## config.mk

```make
export PLATFORM = sky130hd
export DESIGN_NAME = line_irq_status
export DESIGN_NICKNAME = d
export VERILOG_FILES = /design/src/rtl/lis_pkg.sv /design/src/rtl/lis_debounce.sv /design/src/rtl/lis_regs.sv /design/src/rtl/lis_event_ctl.sv /design/src/rtl/line_irq_status.sv
export SDC_FILE = /design/constraint.sdc
export NUM_CORES = 1
export LEC_CHECK = 0
export ABC_CLOCK_PERIOD_IN_PS = 8270
export BUFFER_PORTS_ARGS = -buffer_cell sky130_fd_sc_hd__buf_4
export CORE_AREA = 2 2 156 158
export DETAILED_ROUTE_END_ITERATION = 12
export DIE_AREA = 0 0 158 160
export GPL_TIMING_DRIVEN = 0
export SLEW_MARGIN = 20
export SYNTH_ARGS = -nofsm -noshare
export SYNTH_HDL_FRONTEND = slang
export SYNTH_SLANG_ARGS = --single-unit
```

## constraint.sdc

```tcl
create_clock -name clk -period 8.27 [get_ports clk]
set_input_delay 0.827 -clock clk [delete_from_list [all_inputs] [get_ports clk]]
set_output_delay 0.827 -clock clk [all_outputs]
set_load 0.005 [all_outputs]
```

## src/rtl/lis_pkg.sv

```systemverilog
// Package: shared widths, register addresses and status bit positions of
// the line interrupt status unit. Assumes three 8-bit status registers.
package lis_pkg;
    localparam int REG_W    = 8;
    localparam int NUM_STAT = 3;
    localparam int VEC_W    = REG_W * NUM_STAT;
    localparam int ADDR_W   = 3;

    localparam logic [ADDR_W-1:0] A_STAT0  = 3'd0;
    localparam logic [ADDR_W-1:0] A_STAT1  = 3'd1;
    localparam logic [ADDR_W-1:0] A_STAT2  = 3'd2;
    localparam logic [ADDR_W-1:0] A_IO_DB  = 3'd3;
    localparam logic [ADDR_W-1:0] A_MASK0  = 3'd4;
    localparam logic [ADDR_W-1:0] A_HOOK_DB = 3'd7;

    localparam int B_HOOK  = 0;
    localparam int B_LMTHR = 1;
    localparam int B_LMRDY = 2;
    localparam int B_FLAG  = 7;
    localparam int B_RST   = REG_W + 5;
    localparam int B_GPIO  = REG_W;
    localparam int B_TONE  = 2 * REG_W;

    // Which bits of the flat status vector are interrupt sources.
    function automatic logic [VEC_W-1:0] src_mask(input int nio, input int ntone);
        logic [VEC_W-1:0] m;
        m = '0;
        m[B_HOOK]  = 1'b1;
        m[B_LMTHR] = 1'b1;
        m[B_LMRDY] = 1'b1;
        for (int i = 0; i < nio; i++)   m[B_GPIO + i] = 1'b1;
        for (int i = 0; i < ntone; i++) m[B_TONE + i] = 1'b1;
        return m;
    endfunction
endpackage

```

## src/rtl/lis_debounce.sv

```systemverilog
// Debounce filter: the output takes the raw value once the raw value has
// differed from it at `limit` consecutive frame strobes. A strobe at which
// they agree restarts the count. Assumes raw is already synchronous.
module lis_debounce #(
    parameter int   CNT_W   = 8,
    parameter logic RST_VAL = 1'b0
) (
    input  logic             clk,
    input  logic             rst_n,
    input  logic             tick,
    input  logic             raw,
    input  logic [CNT_W-1:0] limit,
    output logic             filt
);
    logic [CNT_W-1:0] cnt_q;
    logic [CNT_W:0]   cnt_inc;
    logic [CNT_W:0]   lim_eff;

    // Zero length behaves as one strobe.
    always_comb begin
        cnt_inc = {1'b0, cnt_q} + 1'b1;
        lim_eff = (limit == '0) ? {{CNT_W{1'b0}}, 1'b1} : {1'b0, limit};
    end

    // Count disagreeing strobes and take the raw value at the limit.
    always_ff @(posedge clk) begin
        if (!rst_n) begin
            cnt_q <= '0;
            filt  <= RST_VAL;
        end else if (tick) begin
            if (raw == filt) begin
                cnt_q <= '0;
            end else if (cnt_inc >= lim_eff) begin
                filt  <= raw;
                cnt_q <= '0;
            end else begin
                cnt_q <= cnt_inc[CNT_W-1:0];
            end
        end
    end

    AST_DB_TICK_ONLY: assert property (@(posedge clk) disable iff (!rst_n)
        !tick |=> $stable(filt));
    AST_DB_AGREE_HOLD: assert property (@(posedge clk) disable iff (!rst_n)
        (tick && raw == filt) |=> $stable(filt));
endmodule

```

## src/rtl/lis_regs.sv

```systemverilog
// Register port: holds the mask and debounce-length registers, returns read
// data one cycle after rd_en, and flags reads of the three status registers.
// Assumes rd_en and wr_en are single-cycle strobes from the host.
module lis_regs
    import lis_pkg::*;
#(
    parameter int HOOK_DB_DEF = 20,
    parameter int IO_DB_DEF   = 33
) (
    input  logic                clk,
    input  logic                rst_n,
    input  logic                wr_en,
    input  logic                rd_en,
    input  logic [ADDR_W-1:0]   addr,
    input  logic [REG_W-1:0]    wdata,
    input  logic [VEC_W-1:0]    stat_vec,
    output logic [VEC_W-1:0]    mask_vec,
    output logic [REG_W-1:0]    hook_lim,
    output logic [REG_W-1:0]    io_lim,
    output logic [NUM_STAT-1:0] read_hit,
    output logic [REG_W-1:0]    rdata,
    output logic                rd_valid
);
    logic [REG_W-1:0] mask_q [NUM_STAT];
    logic [REG_W-1:0] rd_mux;

    // Per-register read strobe for the status registers and mask flattening.
    generate
        for (genvar k = 0; k < NUM_STAT; k++) begin : g_stat
            assign read_hit[k] = rd_en && (addr == A_STAT0 + ADDR_W'(k));
            assign mask_vec[k*REG_W +: REG_W] = mask_q[k];
        end
    endgenerate

    // Host writes to masks and debounce lengths; status addresses ignore writes.
    always_ff @(posedge clk) begin
        if (!rst_n) begin
            for (int k = 0; k < NUM_STAT; k++) mask_q[k] <= '0;
            hook_lim <= REG_W'(HOOK_DB_DEF);
            io_lim   <= REG_W'(IO_DB_DEF);
        end else if (wr_en) begin
            for (int k = 0; k < NUM_STAT; k++)
                if (addr == A_MASK0 + ADDR_W'(k)) mask_q[k] <= wdata;
            if (addr == A_HOOK_DB) hook_lim <= wdata;
            if (addr == A_IO_DB)   io_lim   <= wdata;
        end
    end

    // Read data selection.
    always_comb begin
        rd_mux = '0;
        for (int k = 0; k < NUM_STAT; k++) begin
            if (addr == A_STAT0 + ADDR_W'(k)) rd_mux = stat_vec[k*REG_W +: REG_W];
            if (addr == A_MASK0 + ADDR_W'(k)) rd_mux = mask_q[k];
        end
        if (addr == A_HOOK_DB) rd_mux = hook_lim;
        if (addr == A_IO_DB)   rd_mux = io_lim;
    end

    // Registered read response.
    always_ff @(posedge clk) begin
        if (!rst_n) begin
            rdata    <= '0;
            rd_valid <= 1'b0;
        end else begin
            rd_valid <= rd_en;
            if (rd_en) rdata <= rd_mux;
        end
    end

    AST_RD_RESPONSE: assert property (@(posedge clk) disable iff (!rst_n)
        rd_en |=> rd_valid);
    AST_RD_NO_SPURIOUS: assert property (@(posedge clk) disable iff (!rst_n)
        !rd_en |=> !rd_valid);
endmodule

```

## src/rtl/lis_event_ctl.sv

```systemverilog
// Event control: detects changes of source bits, keeps unmasked ones pending
// and drives the interrupt. It tracks the host's read sequence over the
// status registers and holds changes that arrive mid-sequence. Assumes the
// source vector moves only on frame strobes.
module lis_event_ctl #(
    parameter int                VEC_W    = 24,
    parameter int                NUM_STAT = 3,
    parameter logic [VEC_W-1:0]  SRC_MASK = '1,
    parameter logic [VEC_W-1:0]  PEND_RST = '0
) (
    input  logic                clk,
    input  logic                rst_n,
    input  logic [VEC_W-1:0]    src,
    input  logic [VEC_W-1:0]    mask,
    input  logic [NUM_STAT-1:0] read_hit,
    output logic                irq_n,
    output logic                chan_flag,
    output logic                rst_flag
);
    logic [VEC_W-1:0]    prev_q, pend_q, held_q, chg, pend_d, held_d;
    logic [NUM_STAT-1:0] seen_q, seen_acc, seen_d;
    logic                done, in_seq, flag_d;

    // Next-state logic for pending, held and read-sequence tracking.
    always_comb begin
        chg      = (src ^ prev_q) & SRC_MASK & ~mask;
        seen_acc = seen_q | read_hit;
        done     = &seen_acc;
        in_seq   = |seen_acc;
        seen_d   = done ? '0 : seen_acc;
        if (done) begin
            pend_d = '0;
            held_d = held_q | chg;
            flag_d = 1'b0;
        end else if (in_seq) begin
            pend_d = pend_q;
            held_d = held_q | chg;
            flag_d = chan_flag | (|pend_q);
        end else begin
            pend_d = pend_q | held_q | chg;
            held_d = '0;
            flag_d = chan_flag | (|pend_d);
        end
    end

    // State registers; reset leaves the reset-status event pending.
    always_ff @(posedge clk) begin
        if (!rst_n) begin
            prev_q    <= '0;
            pend_q    <= PEND_RST;
            held_q    <= '0;
            seen_q    <= '0;
            chan_flag <= 1'b1;
            rst_flag  <= 1'b1;
        end else begin
            prev_q    <= src;
            pend_q    <= pend_d;
            held_q    <= held_d;
            seen_q    <= seen_d;
            chan_flag <= flag_d;
            if (done) rst_flag <= 1'b0;
        end
    end

    assign irq_n = ~(|pend_q);

    AST_IRQ_ON_CHANGE: assert property (@(posedge clk) disable iff (!rst_n)
        ((|chg) && !done && !in_seq) |=> !irq_n);
    AST_RELEASE_ON_DONE: assert property (@(posedge clk) disable iff (!rst_n)
        done |=> irq_n);
    AST_FLAG_WITH_IRQ: assert property (@(posedge clk) disable iff (!rst_n)
        !irq_n |-> chan_flag);
    AST_RST_FLAG_STAYS_CLEAR: assert property (@(posedge clk) disable iff (!rst_n)
        !rst_flag |=> !rst_flag);
endmodule

```

## src/rtl/line_irq_status.sv

```systemverilog
// Top: maskable interrupt status unit for one line channel. Debounces hook
// and IO inputs, samples levelmeter and tone flags on the frame strobe,
// builds three status registers and raises irq_n on unmasked changes.
// Assumes NIO <= 5 and NTONE <= 8 so the fields fit their registers.
module line_irq_status
    import lis_pkg::*;
#(
    parameter int NIO         = 4,
    parameter int NTONE       = 2,
    parameter int HOOK_DB_DEF = 20,
    parameter int IO_DB_DEF   = 33
) (
    input  logic               clk,
    input  logic               rst_n,
    input  logic               tick,
    input  logic               hook_raw,
    input  logic [NIO-1:0]     gpio_raw,
    input  logic               lm_thresh,
    input  logic               lm_ready,
    input  logic [NTONE-1:0]   tone_det,
    input  logic               wr_en,
    input  logic               rd_en,
    input  logic [ADDR_W-1:0]  addr,
    input  logic [REG_W-1:0]   wdata,
    output logic [REG_W-1:0]   rdata,
    output logic               rd_valid,
    output logic               irq_n
);
    localparam logic [VEC_W-1:0] SRC_MASK = src_mask(NIO, NTONE);
    localparam logic [VEC_W-1:0] PEND_RST = VEC_W'(1) << B_RST;

    logic                hook_f, lm_thr_q, lm_rdy_q, chan_flag, rst_flag;
    logic [NIO-1:0]      gpio_f;
    logic [NTONE-1:0]    tone_q;
    logic [VEC_W-1:0]    src_vec, stat_vec, mask_vec;
    logic [REG_W-1:0]    hook_lim, io_lim;
    logic [NUM_STAT-1:0] read_hit;

    lis_debounce #(.CNT_W(REG_W), .RST_VAL(1'b0)) u_hook_db (
        .clk(clk), .rst_n(rst_n), .tick(tick), .raw(hook_raw),
        .limit(hook_lim), .filt(hook_f));

    generate
        for (genvar i = 0; i < NIO; i++) begin : g_io_db
            lis_debounce #(.CNT_W(REG_W), .RST_VAL(1'b0)) u_io_db (
                .clk(clk), .rst_n(rst_n), .tick(tick), .raw(gpio_raw[i]),
                .limit(io_lim), .filt(gpio_f[i]));
        end
    endgenerate

    // Sample the undebounced flags once per frame.
    always_ff @(posedge clk) begin
        if (!rst_n) begin
            lm_thr_q <= 1'b0;
            lm_rdy_q <= 1'b0;
            tone_q   <= '0;
        end else if (tick) begin
            lm_thr_q <= lm_thresh;
            lm_rdy_q <= lm_ready;
            tone_q   <= tone_det;
        end
    end

    // Assemble source and readable status vectors.
    always_comb begin
        src_vec = '0;
        src_vec[B_HOOK]  = hook_f;
        src_vec[B_LMTHR] = lm_thr_q;
        src_vec[B_LMRDY] = lm_rdy_q;
        src_vec[B_GPIO +: NIO]   = gpio_f;
        src_vec[B_TONE +: NTONE] = tone_q;
        stat_vec = src_vec;
        stat_vec[B_FLAG] = chan_flag;
        stat_vec[B_RST]  = rst_flag;
    end

    lis_regs #(.HOOK_DB_DEF(HOOK_DB_DEF), .IO_DB_DEF(IO_DB_DEF)) u_regs (
        .clk(clk), .rst_n(rst_n), .wr_en(wr_en), .rd_en(rd_en), .addr(addr),
        .wdata(wdata), .stat_vec(stat_vec), .mask_vec(mask_vec),
        .hook_lim(hook_lim), .io_lim(io_lim), .read_hit(read_hit),
        .rdata(rdata), .rd_valid(rd_valid));

    lis_event_ctl #(.VEC_W(VEC_W), .NUM_STAT(NUM_STAT), .SRC_MASK(SRC_MASK),
                    .PEND_RST(PEND_RST)) u_evt (
        .clk(clk), .rst_n(rst_n), .src(src_vec), .mask(mask_vec),
        .read_hit(read_hit), .irq_n(irq_n), .chan_flag(chan_flag),
        .rst_flag(rst_flag));

    AST_SRC_ON_TICK: assert property (@(posedge clk) disable iff (!rst_n)
        !tick |=> $stable(src_vec));
endmodule

```

==> results of run 1 <==
[per-layer routing]
layer | global-route usage (%) | part of all wire [%] | up-vias | wire, µm
li1 | - | - | 2922 | -
met1 | 21.8 | 46 | 2840 | 8880
met2 | 24.9 | 46 | 177 | 8960
met3 | 3.23 | 5.6 | 23 | 1070
met4 | 5.69 | 2.0 | 0 | 384
met5 | 0 | 0 | - | 0
[worst max-delay path, stage by stage, from the launching register on]
cell	delay, ps
dfxtp_1	400
clkbuf_1	440
nor4_1	120
a41o_1	360
ha_1	290
nand2b_1	140
a21oi_1	220
a211oi_1	120
o31ai_2	620
a21oi_1	190
mux2i_1	160
[flip-flops by register name (all words and copies together) (netlist names), 2 cells and up]
register / cells
u_hook_db.cnt_q: 8
u_regs.rdata: 8
tone_q: 2
u_regs.hook_lim: 8
g_io_db.u_io_db.filt: 4
u_evt.prev_q: 9
u_regs.io_lim: 8
u_evt.seen_q: 3
g_io_db.u_io_db.cnt_q: 32
u_evt.pend_q: 10
u_evt.held_q: 9
u_regs.mask_q: 24
[path summary, 6_finish.rpt]
kind | start | to | slack [ps] | depth (start not counted)
worst min register to register | u_evt.pend_q[13] | u_evt.pend_q[13] | 440 | 2
worst max-delay path | u_regs.io_lim[6] | g_io_db[1].u_io_db.filt | 5090 | 10
worst min-delay path | u_evt.pend_q[13] | u_evt.pend_q[13] | 440 | 2
worst max register to register | u_regs.io_lim[6] | g_io_db[1].u_io_db.filt | 5090 | 10
[power groups by stage]
stage | Clock, µW | Sequential (µW) | Combinational (µW)
global placement | 0 | 699 | 134
floorplan | 0 | 695 | 84.8
global route | 758 | 688 | 151
detailed placement | 0 | 699 | 136
CTS | 725 | 686 | 137
finish | 713 | 686 | 136
[synthesized netlist by cell type (all sizes together) (4+ instances only)]
cell type	n	area, µm²
o21ai	14	70.1
edfxtp	24	721
or2	4	25.0
mux4	5	113
nor3b	5	37.5
o31ai	8	65.1
a21oi	53	265
clkbuf	27	101
nand2	95	357
o21a	4	31.3
ha	38	475
a22oi	8	60.1
nor3	10	50.1
inv	37	139
nor4b	4	35.0
nand4	8	50.1
nand2b	14	87.6
a22o	5	43.8
o211ai	10	75.1
a31oi	9	56.3
a211oi	11	82.6
nor2	86	330
dfxtp	107	2140
mux2i	15	150
nor4	9	71.3
nand3b	5	37.5
a21o	9	67.6
buf	10	58.8
xor2	13	114
mux2	7	78.8
or3	6	37.5
nand3	28	153
a41o	4	40.0
and2	19	119
a41oi	4	35.0
xnor2	25	219
nand4b	4	35.0
and3	7	43.8
[layout make-up]
cell class	count	area [µm²]	share of cell area, %
Inverter	37	139	1.70
Sequential cell	131	2860	35.1
Timing Repair Buffer	32	240	2.94
Tap cell	324	405	4.97
Buffer	37	160	1.96
Multi-Input combinational cell	579	3800	46.6
Clock buffer	20	447	5.48
Clock inverter	11	105	1.29
[per-stage QoR]
stage / area (µm²) / total power [µW]
after floorplan: 6960 / 780
after global placement: 7590 / 833
after detailed placement: 7610 / 835
after CTS: 8160 / 1550
after global routing: 8160 / 1600
final: 8160 / 1530
[logic make-up after synthesis]
kind of cell | share of synthesized area (%)
compound gates | 15.9
xor+xnor | 4.79
fa+ha+maj | 6.84
buf+inv | 4.30
flops | 41.2
mux | 4.91
simple gates | 22.1
==> flow_metrics.tcl, run 1 <==
set metrics [dict create \
    crit_fanout 10 \
    drc_errors 0 \
    tightest_slew_ps 1040 \
    finalSetupTns_ps 0 \
    htreeDepth 4 \
    share_seq_of_total_power_pct 44.7 \
    finalHoldViolations 0 \
    routed_wl_um 19300 \
    critPathKind "reg -> reg" \
    min_period_ps 3180 \
    holdCritPathClass "reg -> reg" \
    pre_cts_slack_ps 4930 \
    cts_resized 0 \
    grt_max_degree 17 \
    max_cap_viol_count 0 \
    insertedDiodeCount 0 \
    syn_inst 784 \
    grt_pass1_wl_um 31300 \
    ys.flop_type "dfxtp_1" \
    grt.overflow.total 0 \
    path_clk_slew_ps 60 \
    io_pins 35 \
    num_rows 57 \
    cp-start-kind "flip-flop" \
    yosysWarnings 0 \
    antenna_found_initial 0 \
    final_core_util_pct 34.2 \
    wl_per_cell_um 16.5 \
    synth_cell_types 68 \
    synth_area_per_cell_um2 8.87 \
    post-cts-setup-buffers 0 \
    relSlewSlack_pct 30.5 \
    netlist_area_um2 6960 \
    fin_cells 1171 \
    switching_share_pct 25.4 \
    clockRootBuffer "clkbuf_16" \
    cts_max_path_buffers 2 \
    cts_sinks 131 \
    cts_hold_buf 0 \
    async_flop_share_pct 0 \
    dieArea_um2 25300 \
    switchingPower_uw 389 \
    syn_to_final_growth_pct 17.3 \
    die_w_um 158 \
    yosysSeqAreaShare_pct 41.2 \
    ir_drop_mv 0.122 \
    insertion_delay_ps 420 \
    port_buffers 31 \
    n_fill_cell 2514 \
    setup_ws_ps 5090 \
    period_share_pct 38.5 \
    grt_usage_pct 15.9 \
    mostFrequentLayoutCell "dfxtp_1" \
    finClkSkew_ps 7.38 \
    drive_gt1_share_pct 11.1 \
    firstDrtPassIters 5 \
    cts_tree "yes" \
    vias 5962 \
    setup_violations 0 \
    dp_hpwl_um 14200 \
    grt_pass1_vias 5762 \
    arrival_ps 3480 \
    intPower_uw 1150 \
    p_leak_uw 0.00320 \
    gp_congestion 0.872 \
    clkPwrFrac_pct 46.5 \
    cp_data_required_time_ps 8570 \
    rsz0062_at_grt "no" \
    nets 898 \
    start_util_pct 29.2 \
    status "finished clean" \
    ys_seq_elements 131 \
    layout_common_cells "dfxtp_1 (107), nand2_1 (95), nor2_1 (85)" \
    syn_nets 847 \
    ant_nets 0 \
    drt_iter0_drc 461 \
    slew_viol_final 0 \
    combPwrFrac_pct 8.9 \
    synth-edff-count 24 \
    timing.hold.ws_ps 439 \
    cts_buffers 17 \
    core-area_um2 23800 \
    p_per_area_nw_per_um2 188 \
    max_clock_freq_mhz 314 \
    dp.cells 1140 \
    end_kind "flip-flop" \
    via_per_inst 5.09 \
    die_h_um 160 \
]
Power figures use the tool's default switching activity.
==> run 2: changes to the inputs <==
--- a/config.mk
+++ b/config.mk
@@ -5,7 +5,7 @@
 export SDC_FILE = /design/constraint.sdc
 export NUM_CORES = 1
 export LEC_CHECK = 0
-export ABC_CLOCK_PERIOD_IN_PS = 8270
+export ABC_CLOCK_PERIOD_IN_PS = 2700
 export BUFFER_PORTS_ARGS = -buffer_cell sky130_fd_sc_hd__buf_4
 export CORE_AREA = 2 2 156 158
 export DETAILED_ROUTE_END_ITERATION = 12
==> constraint.sdc (replaced) <==
create_clock -name clk -period 2.7 [get_ports clk]
set_input_delay 0.27 -clock clk [delete_from_list [all_inputs] [get_ports clk]]
set_output_delay 0.27 -clock clk [all_outputs]
set_load 0.005 [all_outputs]
==> flow_metrics.tcl, run 2 (same netlist as run 1, synthesis figures left out) <==
set metrics [dict create \
    cp-start-kind "flip-flop" \
    dp.cells 1140 \
    finalHoldViolations 0 \
    ant_nets 0 \
    clockRootBuffer "clkbuf_16" \
    cts_buffers 17 \
    critPathKind "reg -> reg" \
    wl_per_cell_um 16.9 \
    vias 6152 \
    n_fill_cell 2450 \
    grt_usage_pct 16.2 \
    max_cap_viol_count 0 \
    cp_data_required_time_ps 3040 \
    layout_common_cells "nand2_1 (92), dfxtp_1 (84), nor2_1 (83)" \
    wl_met3_um 1080 \
    gp_congestion 0.872 \
    drt_iter0_drc 403 \
    min_period_ps 2640 \
    tightest_slew_ps 1020 \
    regMostFlops "g_io_db.u_io_db.cnt_q" \
    finClkSkew_ps 7.09 \
    max_clock_freq_mhz 378 \
    final_core_util_pct 36.7 \
    setup_violations 0 \
    grt.overflow.total 0 \
    dr_wl_met2_um 9430 \
    drc_errors 0 \
    grt_max_degree 17 \
    fin_area_um2 8750 \
    status "finished clean" \
    htreeDepth 4 \
    path_clk_slew_ps 60 \
    drive_gt1_share_pct 21.8 \
    routed_wl_um 20200 \
    via_per_inst 5.13 \
    clkPwrFrac_pct 46.0 \
    wl_met1_um 9120 \
    r2r_slack_ps 60 \
    slew_viol_final 0 \
    start_util_pct 29.2 \
    io_pins 35 \
    antenna_found_initial 1 \
    insertedDiodeCount 0 \
    dieArea_um2 25300 \
    die_h_um 160 \
    arrival_ps 2990 \
    timing.hold.ws_ps 90.7 \
    share_seq_of_total_power_pct 44.2 \
    port_buffers 31 \
    syn_to_final_growth_pct 25.8 \
    switchingPower_uw 1220 \
    largest_register_ffs 32 \
    die_w_um 158 \
    nets 927 \
    core-area_um2 23800 \
    end_kind "flip-flop" \
    total_power_uw 4750 \
    crit_fanout 6 \
    period_share_pct 97.9 \
    cts_sinks 131 \
    cts_tree "yes" \
    grt_pass1_vias 5888 \
    firstDrtPassIters 5 \
    grt_pass1_wl_um 31800 \
    p_per_area_nw_per_um2 543 \
    ir_drop_mv 0.372 \
    relSlewSlack_pct 31.5 \
    switching_share_pct 25.6 \
    dp_hpwl_um 14200 \
    cts_max_path_buffers 2 \
    combPwrFrac_pct 9.8 \
    insertion_delay_ps 420 \
    mostFrequentLayoutCell "nand2_1" \
    intPower_uw 3530 \
    holdCritPathClass "in -> reg" \
    top_layer "met4" \
    num_rows 57 \
    largestRegisters "g_io_db.u_io_db.cnt_q (32), u_regs.mask_q (24), u_evt.pend_q (10)" \
    p_leak_uw 0.00344 \
    place_area_um2 7610 \
    fin_cells 1200 \
]
run 2: cell count changes in the layout (fill, tap and decap cells not counted), moves of 4 or more:
cell	delta
dfxtp_2	+15
dfxtp_1	-23
buf_4	+26
ha_1	-5
dfxtp_4	+8
ha_4	+4
run 2: path summary, 6_finish.rpt:
check                         startpoint                          end  cells past startpoint
max          g_io_db[2].u_io_db.cnt_q[6]  g_io_db[2].u_io_db.cnt_q[7]                     12
max reg2reg  g_io_db[2].u_io_db.cnt_q[6]  g_io_db[2].u_io_db.cnt_q[7]                     12
min                             lm_ready                     lm_rdy_q                      3
min reg2reg             u_evt.pend_q[13]             u_evt.pend_q[13]                      2
run 2: repair_timing:
action | 4_1_cts | 5_1_grt
gates resized for setup | 31 | 72
setup buffers | 8 | 19
endpoints found under the setup margin | 44 | 44
pin swaps | 6 | 23
hold buffers | 0 | 0
gates cloned | 0 | 2
run 2: power groups by stage:
stage          combinational, µW  clock (µW)  sequential [µW]
5_1_grt                      509        2320             2110
6_report                     465        2190             2100
3_3_place_gp                 411           0             2140
3_5_place_dp                 416           0             2140
2_1_floorplan                260           0             2130
4_1_cts                      434        2220             2100
run 2: critical path, stage by stage, from the launching register on:
cell and delay [ps]:
dfxtp_2 320, buf_6 120, nand2_4 60, nor3_4 200
xor2_1 220, ha_1 300, inv_2 80, o31ai_2 70
a21oi_1 170, or3b_4 420, buf_6 140, or3_1 350
a21oi_1 120
run 2: final cells by class:
| type | count | area, µm² | area share [%] |
|---|---|---|---|
| clock buffer | 20 | 447 | 5.11 |
| sequential | 131 | 2910 | 33.3 |
| tap | 324 | 405 | 4.63 |
| timing repair buffer | 61 | 463 | 5.29 |
| buffer | 37 | 178 | 2.03 |
| inverter | 37 | 139 | 1.59 |
| clock inverter | 11 | 105 | 1.20 |
| multi-input combinational | 579 | 4100 | 46.9 |
run 2: per-stage QoR:
stage	TNS [ps]	worst slack (ps)
4_1_cts	0	7.50
6_report	0	55.6
3_3_place_gp	-11990	-379
5_1_grt	-122	-58.8
2_1_floorplan	0	21.5
3_5_place_dp	-11080	-415
run 2: layer usage:
layer	track usage, %	vias up
met4	6.10	0
met2	25.1	190
li1	-	2969
met1	21.9	2958
met5	0	-
met3	3.53	35
==> run 3: changes to the inputs <==
--- a/config.mk
+++ b/config.mk
@@ -11,6 +11,7 @@
 export DETAILED_ROUTE_END_ITERATION = 12
 export DIE_AREA = 0 0 158 160
 export GPL_TIMING_DRIVEN = 0
+export PLACE_DENSITY = 0.52
 export SLEW_MARGIN = 20
 export SYNTH_ARGS = -nofsm -noshare
 export SYNTH_HDL_FRONTEND = slang
==> flow_metrics.tcl, run 3 (same netlist as run 1, synthesis figures left out) <==
set metrics [dict create \
    syn_to_final_growth_pct 25.2 \
    setup_ws_ps 67.9 \
    vias 6018 \
    clockRootBuffer "clkbuf_16" \
    htreeDepth 4 \
    io_pins 35 \
    met3_usage_pct 2.61 \
    num_rows 57 \
    nets 925 \
    insertedDiodeCount 0 \
    n_fill_cell 2468 \
    insertion_delay_ps 420 \
    relSlewSlack_pct 35.4 \
    cp_data_required_time_ps 3050 \
    fin_area_um2 8710 \
    p_leak_uw 0.00342 \
    dieArea_um2 25300 \
    dp_hpwl_um 14500 \
    grt_pass1_wl_um 32000 \
    start_util_pct 29.2 \
    arrival_ps 2980 \
    grt_util_met1_pct 23.0 \
    top_usage_layer "met2" \
    critPathKind "reg -> reg" \
    wl_per_cell_um 17.2 \
    ant_nets 0 \
    grt_pass1_vias 5760 \
    r2r_slack_ps 70 \
    drt_iter0_drc 302 \
    cts_max_path_buffers 2 \
    cp-start-kind "flip-flop" \
    cts_buffers 17 \
    cts_sinks 131 \
    status "finished clean" \
    grtUsageMet2_pct 25.6 \
    end_kind "flip-flop" \
    crit_fanout 5 \
    place_area_um2 7610 \
    port_buffers 31 \
    firstDrtPassIters 5 \
    drive_gt1_share_pct 21.3 \
    via_per_inst 5.02 \
    total_power_uw 4840 \
    grt_max_degree 17 \
    core-area_um2 23800 \
    layout_common_cells "nand2_1 (93), dfxtp_1 (86), nor2_1 (81)" \
    min_period_ps 2630 \
    grt.overflow.total 0 \
    grt_usage_pct 16.6 \
    gp_congestion 0.848 \
    cts_hold_buf 0 \
    max_cap_viol_count 0 \
    slew_viol_final 0 \
    ir_drop_mv 0.379 \
    mostFrequentLayoutCell "nand2_1" \
    die_h_um 160 \
    largestRegisters "g_io_db.u_io_db.cnt_q (32), u_regs.mask_q (24), u_evt.pend_q (10)" \
    routed_wl_um 20600 \
    antenna_found_initial 0 \
    p_per_area_nw_per_um2 556 \
    finalHoldViolations 0 \
    cts_tree "yes" \
    pre_cts_slack_ps -411 \
    period_share_pct 97.5 \
    path_clk_slew_ps 60 \
    die_w_um 158 \
    holdCritPathClass "in -> reg" \
    drc_errors 0 \
    largest_register_ffs 32 \
    tightest_slew_ps 967 \
    regMostFlops "g_io_db.u_io_db.cnt_q" \
    finClkSkew_ps 6.21 \
    setup_violations 0 \
    max_clock_freq_mhz 380 \
]
-- run 3: changes by cell type in the layout (fill, tap and decap cells not counted), moves of 2 or more --
cell and change:
a211oi_4 -2, a211oi_2 +3, dfxtp_1 +2, dfxtp_4 -2, o31ai_2 -2, nor2_1 -2
nor2_2 +2, o311ai_1 +2
-- run 3: repair_timing --
action	CTS	global route
pin swaps	7	17
endpoints found under the setup margin	44	45
setup buffers	10	17
gates resized for setup	32	58
gates cloned	0	1
-- run 3: cell type report --
type	instances	area (µm²)	area share (%)
Inverter	37	139	1.60
Clock inverter	10	98.8	1.14
Buffer	36	163	1.87
Sequential cell	131	2900	33.4
Clock buffer	21	482	5.53
Timing Repair Buffer	59	447	5.13
Tap cell	324	405	4.66
Multi-Input combinational cell	580	4070	46.7
-- run 3: report_power, final --
| group | switching, µW | leakage (µW) | total, µW | internal (µW) |
|---|---|---|---|---|
| logic | 273 | 0.00203 | 456 | 183 |
| registers | 45.9 | 0.00111 | 2100 | 2050 |
| clock network | 914 | 0.000281 | 2280 | 1370 |
| total | 1230 | 0.00342 | 4840 | 3610 |
-- run 3: final timing paths --
check             cells after the start                           to                         from
setup / recovery                     11  g_io_db[2].u_io_db.cnt_q[7]  g_io_db[2].u_io_db.cnt_q[6]
hold / removal                        3                     lm_thr_q                    lm_thresh
setup reg to reg                     11  g_io_db[2].u_io_db.cnt_q[7]  g_io_db[2].u_io_db.cnt_q[6]
hold reg to reg                       2               u_evt.rst_flag               u_evt.rst_flag
-- run 3: through the flow --
step	cells	hold slack, ps	utilization, %	TNS [ps]
2_1_floorplan	784	394	-	0
3_3_place_gp	1139	434	31.9	-13650
3_5_place_dp	1140	436	31.9	-10850
4_1_cts	1181	73.1	35.2	0
5_1_grt	1198	97.5	36.6	-973
6_report	1198	86.8	36.6	0
-- run 3: layer usage --
metal	wire length, µm	share of wire (%)
met5	0	0
met3	749	3.6
met1	9940	48
met2	9480	46
met4	402	2.0
-- run 3: critical path, cell delays in order, from the launching register on --
cell     delay, ps
dfxtp_2        320
buf_6          100
nand2_1         90
nor3_4         210
xor2_1         250
ha_1           320
inv_2           70
o31ai_1         80
a21oi_2        180
or3b_4         440
or3_4          380
a21oi_2        120
